File: src/rtl/md_pkg.sv
package md_pkg;

  typedef struct packed {
    logic div;
    logic sgn;
    logic word;
  } md_mode_t;

  function automatic int unsigned md_latency(input logic sgn, input logic word,
                                             input int unsigned lat_b,
                                             input int unsigned lat_w,
                                             input int unsigned lat_sx);
    int unsigned l;
    l = word ? lat_w : lat_b;
    if (sgn) l = l + lat_sx;
    return l;
  endfunction

endpackage

File: src/rtl/md_ctrl.sv
module md_ctrl #(
  parameter int unsigned LAT_UB = 12,
  parameter int unsigned LAT_UW = 20,
  parameter int unsigned LAT_SX = 1
) (
  input  logic clk,
  input  logic rst_n,
  input  logic start_i,
  input  logic sgn_i,
  input  logic word_i,
  output logic accept_o,
  output logic fin_o,
  output logic busy_o,
  output logic done_o
);
  import md_pkg::*;

  localparam int unsigned LMAX = ((LAT_UB > LAT_UW) ? LAT_UB : LAT_UW) + LAT_SX;
  localparam int unsigned CW   = $clog2(LMAX + 1);

  logic          busy_q, busy_n;
  logic          done_q, done_n;
  logic [CW-1:0] cnt_q, cnt_n;
  logic          accept;

  assign accept = start_i & ~busy_q;

  always_comb begin
    busy_n = busy_q;
    cnt_n  = cnt_q;
    done_n = busy_q & (cnt_q == '0);
    if (accept) begin
      busy_n = 1'b1;
      cnt_n  = CW'(md_latency(sgn_i, word_i, LAT_UB, LAT_UW, LAT_SX) - 1);
    end else if (busy_q) begin
      if (cnt_q == '0) busy_n = 1'b0;
      else             cnt_n  = cnt_q - 1'b1;
    end
  end

  always_ff @(posedge clk or negedge rst_n) begin
    if (!rst_n) begin
      busy_q <= 1'b0;
      done_q <= 1'b0;
      cnt_q  <= '0;
    end else begin
      busy_q <= busy_n;
      done_q <= done_n;
      cnt_q  <= cnt_n;
    end
  end

  assign accept_o = accept;
  assign fin_o    = busy_q & (cnt_q == '0);
  assign busy_o   = busy_q;
  assign done_o   = done_q;

  // Checker support: cycles since acceptance and the latency promised then.
  logic [CW-1:0] age_q;
  logic [CW-1:0] lat_q;
  always_ff @(posedge clk or negedge rst_n) begin
    if (!rst_n) begin
      age_q <= '0;
      lat_q <= '0;
    end else if (accept) begin
      age_q <= '0;
      lat_q <= CW'(md_latency(sgn_i, word_i, LAT_UB, LAT_UW, LAT_SX));
    end else if (busy_q) begin
      age_q <= age_q + 1'b1;
    end
  end

  // completion lands exactly at the latency of the accepted mode
  p_latency_r6: assert property (@(posedge clk) disable iff (!rst_n)
    done_q |-> (age_q == lat_q));

  // busy and done never overlap
  p_busy_done_excl_r6: assert property (@(posedge clk) disable iff (!rst_n)
    !(busy_q && done_q));

  // done is a single-cycle pulse
  p_done_pulse_r7: assert property (@(posedge clk) disable iff (!rst_n)
    done_q |=> !done_q);

endmodule

File: src/rtl/md_iter.sv
module md_iter #(
  parameter int unsigned BW = 8
) (
  input  logic              clk,
  input  logic              rst_n,
  input  logic              load_i,
  input  logic              div_i,
  input  logic              word_i,
  input  logic [4*BW-1:0]   num_i,
  input  logic [2*BW-1:0]   den_i,
  output logic [4*BW-1:0]   acc_o,
  output logic              idle_o
);
  localparam int unsigned WW  = 2 * BW;
  localparam int unsigned DW  = 4 * BW;
  localparam int unsigned SCW = $clog2(WW + 1);

  logic [DW-1:0]  acc_q, acc_n;
  logic [DW-1:0]  aux_q, aux_n;
  logic [WW-1:0]  mpl_q, mpl_n;
  logic [SCW-1:0] step_q, step_n;
  logic           div_q, div_n;
  logic [DW:0]    sh;
  logic [WW:0]    top;
  logic [WW-1:0]  diff;

  always_comb begin
    acc_n  = acc_q;
    aux_n  = aux_q;
    mpl_n  = mpl_q;
    step_n = step_q;
    div_n  = div_q;
    sh     = {acc_q, 1'b0};
    top    = sh[DW:WW];
    diff   = top[WW-1:0] - aux_q[WW-1:0];
    if (load_i) begin
      div_n  = div_i;
      step_n = word_i ? SCW'(WW) : SCW'(BW);
      if (div_i) begin
        acc_n = word_i ? num_i : (num_i << BW);
        aux_n = DW'(den_i);
        mpl_n = '0;
      end else begin
        acc_n = '0;
        aux_n = num_i;
        mpl_n = den_i;
      end
    end else if (step_q != '0) begin
      step_n = step_q - 1'b1;
      if (div_q) begin
        if (top >= {1'b0, aux_q[WW-1:0]}) acc_n = {diff, sh[WW-1:1], 1'b1};
        else                              acc_n = sh[DW-1:0];
      end else begin
        if (mpl_q[0]) acc_n = acc_q + aux_q;
        aux_n = aux_q << 1;
        mpl_n = mpl_q >> 1;
      end
    end
  end

  always_ff @(posedge clk or negedge rst_n) begin
    if (!rst_n) begin
      acc_q  <= '0;
      aux_q  <= '0;
      mpl_q  <= '0;
      step_q <= '0;
      div_q  <= 1'b0;
    end else begin
      acc_q  <= acc_n;
      aux_q  <= aux_n;
      mpl_q  <= mpl_n;
      step_q <= step_n;
      div_q  <= div_n;
    end
  end

  assign acc_o  = acc_q;
  assign idle_o = (step_q == '0);

  // the iteration count never exceeds one step per result bit
  p_step_bound_r6: assert property (@(posedge clk) disable iff (!rst_n)
    step_q <= SCW'(WW));

endmodule

File: src/rtl/md_unit.sv
module md_unit #(
  parameter int unsigned BW     = 8,
  parameter int unsigned LAT_UB = 12,
  parameter int unsigned LAT_UW = 20,
  parameter int unsigned LAT_SX = 1
) (
  input  logic            clk,
  input  logic            rst_n,
  input  logic            start_i,
  input  logic            div_i,
  input  logic            sgn_i,
  input  logic            word_i,
  input  logic [4*BW-1:0] dst_i,
  input  logic [2*BW-1:0] src_i,
  output logic            busy_o,
  output logic            done_o,
  output logic [4*BW-1:0] result_o,
  output logic            flag_n_o,
  output logic            flag_z_o
);
  import md_pkg::*;

  localparam int unsigned WW = 2 * BW;
  localparam int unsigned DW = 4 * BW;

  logic           accept, fin, idle;
  logic [DW-1:0]  acc;

  // Operand magnitudes taken straight from the ports at acceptance.
  logic           xs, ys;
  logic [DW-1:0]  xext, xmag;
  logic [WW-1:0]  yext, ymag;

  always_comb begin
    if (word_i) begin
      ys   = sgn_i & src_i[WW-1];
      yext = src_i;
    end else begin
      ys   = sgn_i & src_i[BW-1];
      yext = {{BW{ys}}, src_i[BW-1:0]};
    end
    ymag = ys ? (~yext + 1'b1) : yext;
    case ({div_i, word_i})
      2'b00: begin
        xs   = sgn_i & dst_i[BW-1];
        xext = {{(DW-BW){xs}}, dst_i[BW-1:0]};
      end
      2'b11: begin
        xs   = sgn_i & dst_i[DW-1];
        xext = dst_i;
      end
      default: begin
        xs   = sgn_i & dst_i[WW-1];
        xext = {{WW{xs}}, dst_i[WW-1:0]};
      end
    endcase
    xmag = xs ? (~xext + 1'b1) : xext;
  end

  md_ctrl #(.LAT_UB(LAT_UB), .LAT_UW(LAT_UW), .LAT_SX(LAT_SX)) ctrl_i (
    .clk(clk), .rst_n(rst_n), .start_i(start_i), .sgn_i(sgn_i), .word_i(word_i),
    .accept_o(accept), .fin_o(fin), .busy_o(busy_o), .done_o(done_o)
  );

  md_iter #(.BW(BW)) iter_i (
    .clk(clk), .rst_n(rst_n), .load_i(accept), .div_i(div_i), .word_i(word_i),
    .num_i(xmag), .den_i(ymag), .acc_o(acc), .idle_o(idle)
  );

  // Snapshot of the request.
  md_mode_t       mode_q;
  logic [DW-1:0]  dst_q;
  logic [WW-1:0]  src_q;
  logic           nega_q, negr_q;

  always_ff @(posedge clk or negedge rst_n) begin
    if (!rst_n) begin
      mode_q <= '0;
      dst_q  <= '0;
      src_q  <= '0;
      nega_q <= 1'b0;
      negr_q <= 1'b0;
    end else if (accept) begin
      mode_q <= '{div: div_i, sgn: sgn_i, word: word_i};
      dst_q  <= dst_i;
      src_q  <= src_i;
      nega_q <= xs ^ ys;
      negr_q <= xs;
    end
  end

  // Sign restoration and packing.
  logic           src_zero;
  logic [DW-1:0]  prod;
  logic [WW-1:0]  qm, rm, qv, rv;
  logic [DW-1:0]  res_n;
  logic           n_n, z_n;

  always_comb begin
    src_zero = mode_q.word ? (src_q == '0) : (src_q[BW-1:0] == '0);
    prod     = nega_q ? (~acc + 1'b1) : acc;
    if (mode_q.word) qm = acc[WW-1:0];
    else             qm = {{BW{1'b0}}, acc[BW-1:0]};
    rm       = acc[DW-1:WW];
    qv       = nega_q ? (~qm + 1'b1) : qm;
    rv       = negr_q ? (~rm + 1'b1) : rm;
    if (!mode_q.div) begin
      if (mode_q.word) begin
        res_n = prod;
        n_n   = prod[DW-1];
        z_n   = (prod == '0);
      end else begin
        res_n = {dst_q[DW-1:WW], prod[WW-1:0]};
        n_n   = prod[WW-1];
        z_n   = (prod[WW-1:0] == '0);
      end
    end else if (src_zero) begin
      res_n = dst_q;
      n_n   = 1'b0;
      z_n   = 1'b1;
    end else begin
      z_n = 1'b0;
      if (mode_q.word) begin
        res_n = {rv, qv};
        n_n   = mode_q.sgn ? qv[WW-1] : src_q[WW-1];
      end else begin
        res_n = {dst_q[DW-1:WW], rv[BW-1:0], qv[BW-1:0]};
        n_n   = mode_q.sgn ? qv[BW-1] : src_q[BW-1];
      end
    end
  end

  logic [DW-1:0] res_q;
  logic          n_q, z_q;

  always_ff @(posedge clk or negedge rst_n) begin
    if (!rst_n) begin
      res_q <= '0;
      n_q   <= 1'b0;
      z_q   <= 1'b0;
    end else if (fin) begin
      res_q <= res_n;
      n_q   <= n_n;
      z_q   <= z_n;
    end
  end

  assign result_o = res_q;
  assign flag_n_o = n_q;
  assign flag_z_o = z_q;

  // the engine has finished all steps before the result is taken
  p_fin_idle_r6: assert property (@(posedge clk) disable iff (!rst_n)
    fin |-> idle);

  // a start during an operation leaves the snapshot alone
  p_ignore_busy_r8: assert property (@(posedge clk) disable iff (!rst_n)
    (busy_o && start_i) |=> ($stable(dst_q) && $stable(src_q) && $stable(mode_q)));

  // zero divisor returns the destination untouched with Z set
  p_zero_div_r9: assert property (@(posedge clk) disable iff (!rst_n)
    (done_o && mode_q.div && src_zero) |-> (result_o == dst_q && flag_z_o && !flag_n_o));

  // outputs hold outside completion
  p_hold_r7: assert property (@(posedge clk) disable iff (!rst_n)
    !fin |=> ($stable(result_o) && $stable(flag_n_o) && $stable(flag_z_o)));

endmodule

File: config.mk
export PLATFORM = sky130hd
export DESIGN_NAME = md_unit
export DESIGN_NICKNAME = d
export VERILOG_FILES = /design/src/rtl/md_pkg.sv /design/src/rtl/md_ctrl.sv /design/src/rtl/md_iter.sv /design/src/rtl/md_unit.sv
export SDC_FILE = /design/constraint.sdc
export NUM_CORES = 1
export LEC_CHECK = 0
export ABC_AREA = 1
export BUFFER_PORTS_ARGS = -buffer_cell sky130_fd_sc_hd__buf_2
export CAP_MARGIN = 20
export CORE_MARGIN = 5
export CORE_UTILIZATION = 55
export CTS_CLUSTER_SIZE = 10
export DETAILED_ROUTE_END_ITERATION = 8
export GPL_ROUTABILITY_DRIVEN = 1
export PLACE_DENSITY = 0.79
export SETUP_SLACK_MARGIN = 0.15
export SLEW_MARGIN = 20
export SYNTH_ARGS = -nofsm -noshare
export SYNTH_HDL_FRONTEND = slang
export SYNTH_SLANG_ARGS = --single-unit
File: constraint.sdc
create_clock -name clk -period 3.2 [get_ports clk]
set_input_delay 0.96 -clock clk [delete_from_list [all_inputs] [get_ports clk]]
set_output_delay 0.96 -clock clk [all_outputs]
set_load 0.02 [all_outputs]
==> impl_results.md <==
- Wire length of the first global-routing pass: slightly below 90 mm
- Count of nets after finishing: 2495
- Post-route setup slack: 0.251 ns
- Power density of the placed cells: ~1300 nW/um^2
- # clock sinks: approximately 180
- Async set or reset register ratio after synthesis: 100%
- Post-synth EDFFs: 0
- Area of the die: 30500 sq um
- CP required: between 3 and 4 ns
- Internal power: 9400 uW
- Weighted congestion reported at the end of routability-driven placement: 1.06
- Post-route cell area: 16700 sq um
- Post-Syn Area per Cell: 6.56 sq um
- Placement row count: 60
- Number of different library cells in the post-synthesis netlist: 57
- Global route overflow: 0
- RSZ-0062 raised after global routing: no
- Fraction of layout instances using a drive strength above 1: around 11%
- # DRC: 0
- Area used by multi-input combinational logic: 9210 sq um
- Critical-path maximum fanout: 4
- Die height: 175 um
- Number of detailed-route iterations in the first pass: 8
- Share of Yosys cell area claimed by the top area cell type: 30.0%
- Clock root cell: sky130_fd_sc_hd__clkbuf_16
- Data arrival time of the critical path: 3.28 ns
- Cell type with the largest total area after synthesis: sky130_fd_sc_hd__dfrtp_1
- Total number of H-tree levels: 4
- Area delta synth->final: 12.2%
- Leading cell types in the layout, fill and taps excluded: sky130_fd_sc_hd__nand2_1, sky130_fd_sc_hd__inv_1, sky130_fd_sc_hd__nor2_1
- Antenna violations before repair: 2
- Net load switching power: about 12000 uW
- Flip-flop and latch count after synthesis: 179
- Sum of routed wire length over all layers: roughly 60 mm
- Average wire per standard cell: 21.5 um
- Number of vias after detailed routing: 16900
- Number of slew-limit violations in the final report: 0
- Final-report hold violation count: 0
- DIE WIDTH: 175 um
- Cell area after placement: 16200 sq um
- Clock Path Buffers: 2
- Buffers on Ports: 89
- Final antenna diode count: 0
- Via count of the first global-routing pass: 15200
- Most instantiated flip-flop cell in the synthesis netlist: sky130_fd_sc_hd__dfrtp_1
- Critical path buffer and inverter count: 1
- Post-CTS Repair Setup Buffers: 0
- Synthesis warning total: 0
- Max Cap Viol: 0
- Final setup viols: 0
- Maximum number of pins on one net before global-route repair: 57
- Flop pwr share: 22.0%
- Status: completed
- Peak ir drop on the vdd network: 0.505 mV
- CP Capture Type: flop
- Crit-path slowest cell: sky130_fd_sc_hd__fa_1
- Clock share of power: about a tenth
- Floorplan Core Area: 26800 sq um
- Crit path time final: slightly below 3 ns
- Top cell by count, worst path: sky130_fd_sc_hd__nand2_1
- Instance count of the mapped netlist: ~2300
- Number of I/O pins: 90
- Detail Route Antenna Nets: 0
- Inserted Clock Buffers: 17
- Post-Place Worst Slack: -0.0926 ns
- Setup Total Neg Slack: 0 ns
- Dominant cells by area after synthesis: sky130_fd_sc_hd__dfrtp_1, sky130_fd_sc_hd__nand2_1, sky130_fd_sc_hd__a21oi_1, sky130_fd_sc_hd__o21ai_0, sky130_fd_sc_hd__nand3_1
- Fin Clk Skew: 0.0132 ns
- Sequential cell area in the final layout: 4480 sq um
- Worst-Skew Late Latency: 0.45 ns
- Sum of net half-perimeters after detailed placement: 47.2 mm
- Global-route usage over all layers: 37.3%
- CTS tree: built
- Logic pwr share: 68.3%
- Number of nets produced by synthesis: 2387
- Most frequent standard cell in the layout excluding fill and tap cells: sky130_fd_sc_hd__nand2_1
- Post-route fraction of the period consumed by the critical path: 92.2%
- Post-DR vias/cell: approximately 6
- Sequential area share after synthesis: 30.0%
- Detailed router's first-iteration violation count: 2397
- Switch share: 56.7%
- Transition at the pin with the smallest max-transition slack: between 0.7 and 0.8 ns
- Starting utilization of the core area: between 50% and 60%
- Post-Syn Area: 14900 sq um
- Kind of cell adding the most delay to the critical path: simple AND/OR/NAND/NOR gates
- Fill cells: 2521
- Maximum clock frequency: 339 MHz
- Post-CTS clock slew at the launch and capture registers of the worst setup and hold paths: 0.08 ns
- Critical path startpoint category: flop
- Maximum single-stage delay on the critical path: 0.45 ns
- Type of the most critical hold path: in -> async
- Category of the most critical setup path: reg -> reg
- Leakage power of the design: 0.00823 uW
- Remaining max-slew budget at the tightest pin: 52.6%
- Cells along the critical path: ha_1 > fa_1 > nand2_1 > o21ai_1 > buf_4 > nand3_1 > nand3_1 > nand4_1 > nand2_1 > nand2_1 > nand3_1 > nand3_1 > nand2_1 > nand2_1 > nand2_1
-- synth_stat cells, drive strengths merged (16+ instances only) --
master,number
nor2,218
dfrtp,179
nand4,33
nor3,20
o21ai,199
o21a,18
clkbuf,52
o2111ai,17
nand3,167
xnor2,16
inv,219
xor2,68
a2bb2oi,17
ha,57
buf,40
nand2,657
a21oi,190
-- sequential cells by signal, indices dropped and copies added, names as in the netlist, 2 cells and up --
signal,cells
src_q,16
result_o,32
ctrl_i.cnt_q,5
iter_i.acc_o,32
mode_q,2
iter_i.mpl_q,16
iter_i.step_q,5
dst_q,32
iter_i.aux_q,32
-- path summary, 6_finish.rpt --
path / from / endpoint / slack (ns) / depth (start not counted)
worst min register to register: result_o[28] / result_o[28] / 0.49 / 2
min in group clk: result_o[28] / result_o[28] / 0.49 / 2
worst min-delay path: rst_n / iter_i.step_q[1] / 0.48 / 1
max in group asynchronous: rst_n / iter_i.acc_o[23] / 1.93 / 2
worst max register to register: iter_i.acc_o[0] / iter_i.acc_o[28] / 0.25 / 15
worst max-delay path: iter_i.acc_o[0] / iter_i.acc_o[28] / 0.25 / 15
-- kinds of logic after synthesis --
logic type	share of synthesized area, %
AO/OA/AOI/OAI	20.3
buffers and inverters	8.37
flip-flops	30.0
XOR/XNOR	4.93
AND/OR/NAND/NOR	31.3
adder cells (fa/ha/maj)	5.05
-- what timing repair did --
action / CTS / global route
setup endpoints to repair: 0 / 1
hold endpoints to repair: 0 / 0
hold buffers: 0 / 0
resized for setup: 0 / 1
-- layout make-up --
class	count	share of cell area [%]
multi-input cells	1780	55.1
repair buffers	181	7.13
inverters	223	5.03
clock inverters	13	0.778
clock buffers	19	2.65
flip-flops and latches	179	26.8
well taps	341	2.55
-- routing by layer --
layer | vias up | share of wire, % | global-route usage, %
met5 | - | 0.20 | 2.72
met4 | 4 | 4.2 | 13.5
met3 | 171 | 13 | 12.0
met2 | 995 | 44 | 58.1
met1 | 7894 | 39 | 48.8
li1 | 7797 | - | -
-- power groups by stage --
| stage | logic (uW) | registers (uW) | clock network (uW) |
|---|---|---|---|
| finish | 14800 | 4780 | 2110 |
| global route | 16100 | 4840 | 2210 |
| CTS | 14400 | 4680 | 2100 |
| detailed placement | 14300 | 4710 | 0 |
| floorplan | 9610 | 4420 | 0 |
| global placement | 14200 | 4690 | 0 |
-- through the flow --
step	cells	hold slack (ns)	power, uW	util, %
2_1_floorplan	2274	0.444	14000	-
3_3_place_gp	2704	0.460	18800	60.3
3_5_place_dp	2704	0.467	19000	60.3
4_1_cts	2736	0.491	21100	62.4
5_1_grt	2736	0.502	23100	62.4
6_report	2736	0.479	21700	62.4
-- worst reg2reg max path, stage by stage, from the launching register on --
cell and delay, ns:
sky130_fd_sc_hd__dfrtp_1 0.44, sky130_fd_sc_hd__ha_1 0.28, sky130_fd_sc_hd__fa_1 0.45, sky130_fd_sc_hd__nand2_1 0.13
sky130_fd_sc_hd__o21ai_1 0.10, sky130_fd_sc_hd__buf_4 0.18, sky130_fd_sc_hd__nand3_1 0.06, sky130_fd_sc_hd__nand3_1 0.21
sky130_fd_sc_hd__nand4_1 0.18, sky130_fd_sc_hd__nand2_1 0.06, sky130_fd_sc_hd__nand2_1 0.05, sky130_fd_sc_hd__nand3_1 0.18
sky130_fd_sc_hd__nand3_1 0.30, sky130_fd_sc_hd__nand2_1 0.08, sky130_fd_sc_hd__nand2_1 0.06, sky130_fd_sc_hd__nand2_1 0.06
Power figures use the tool's default switching activity.
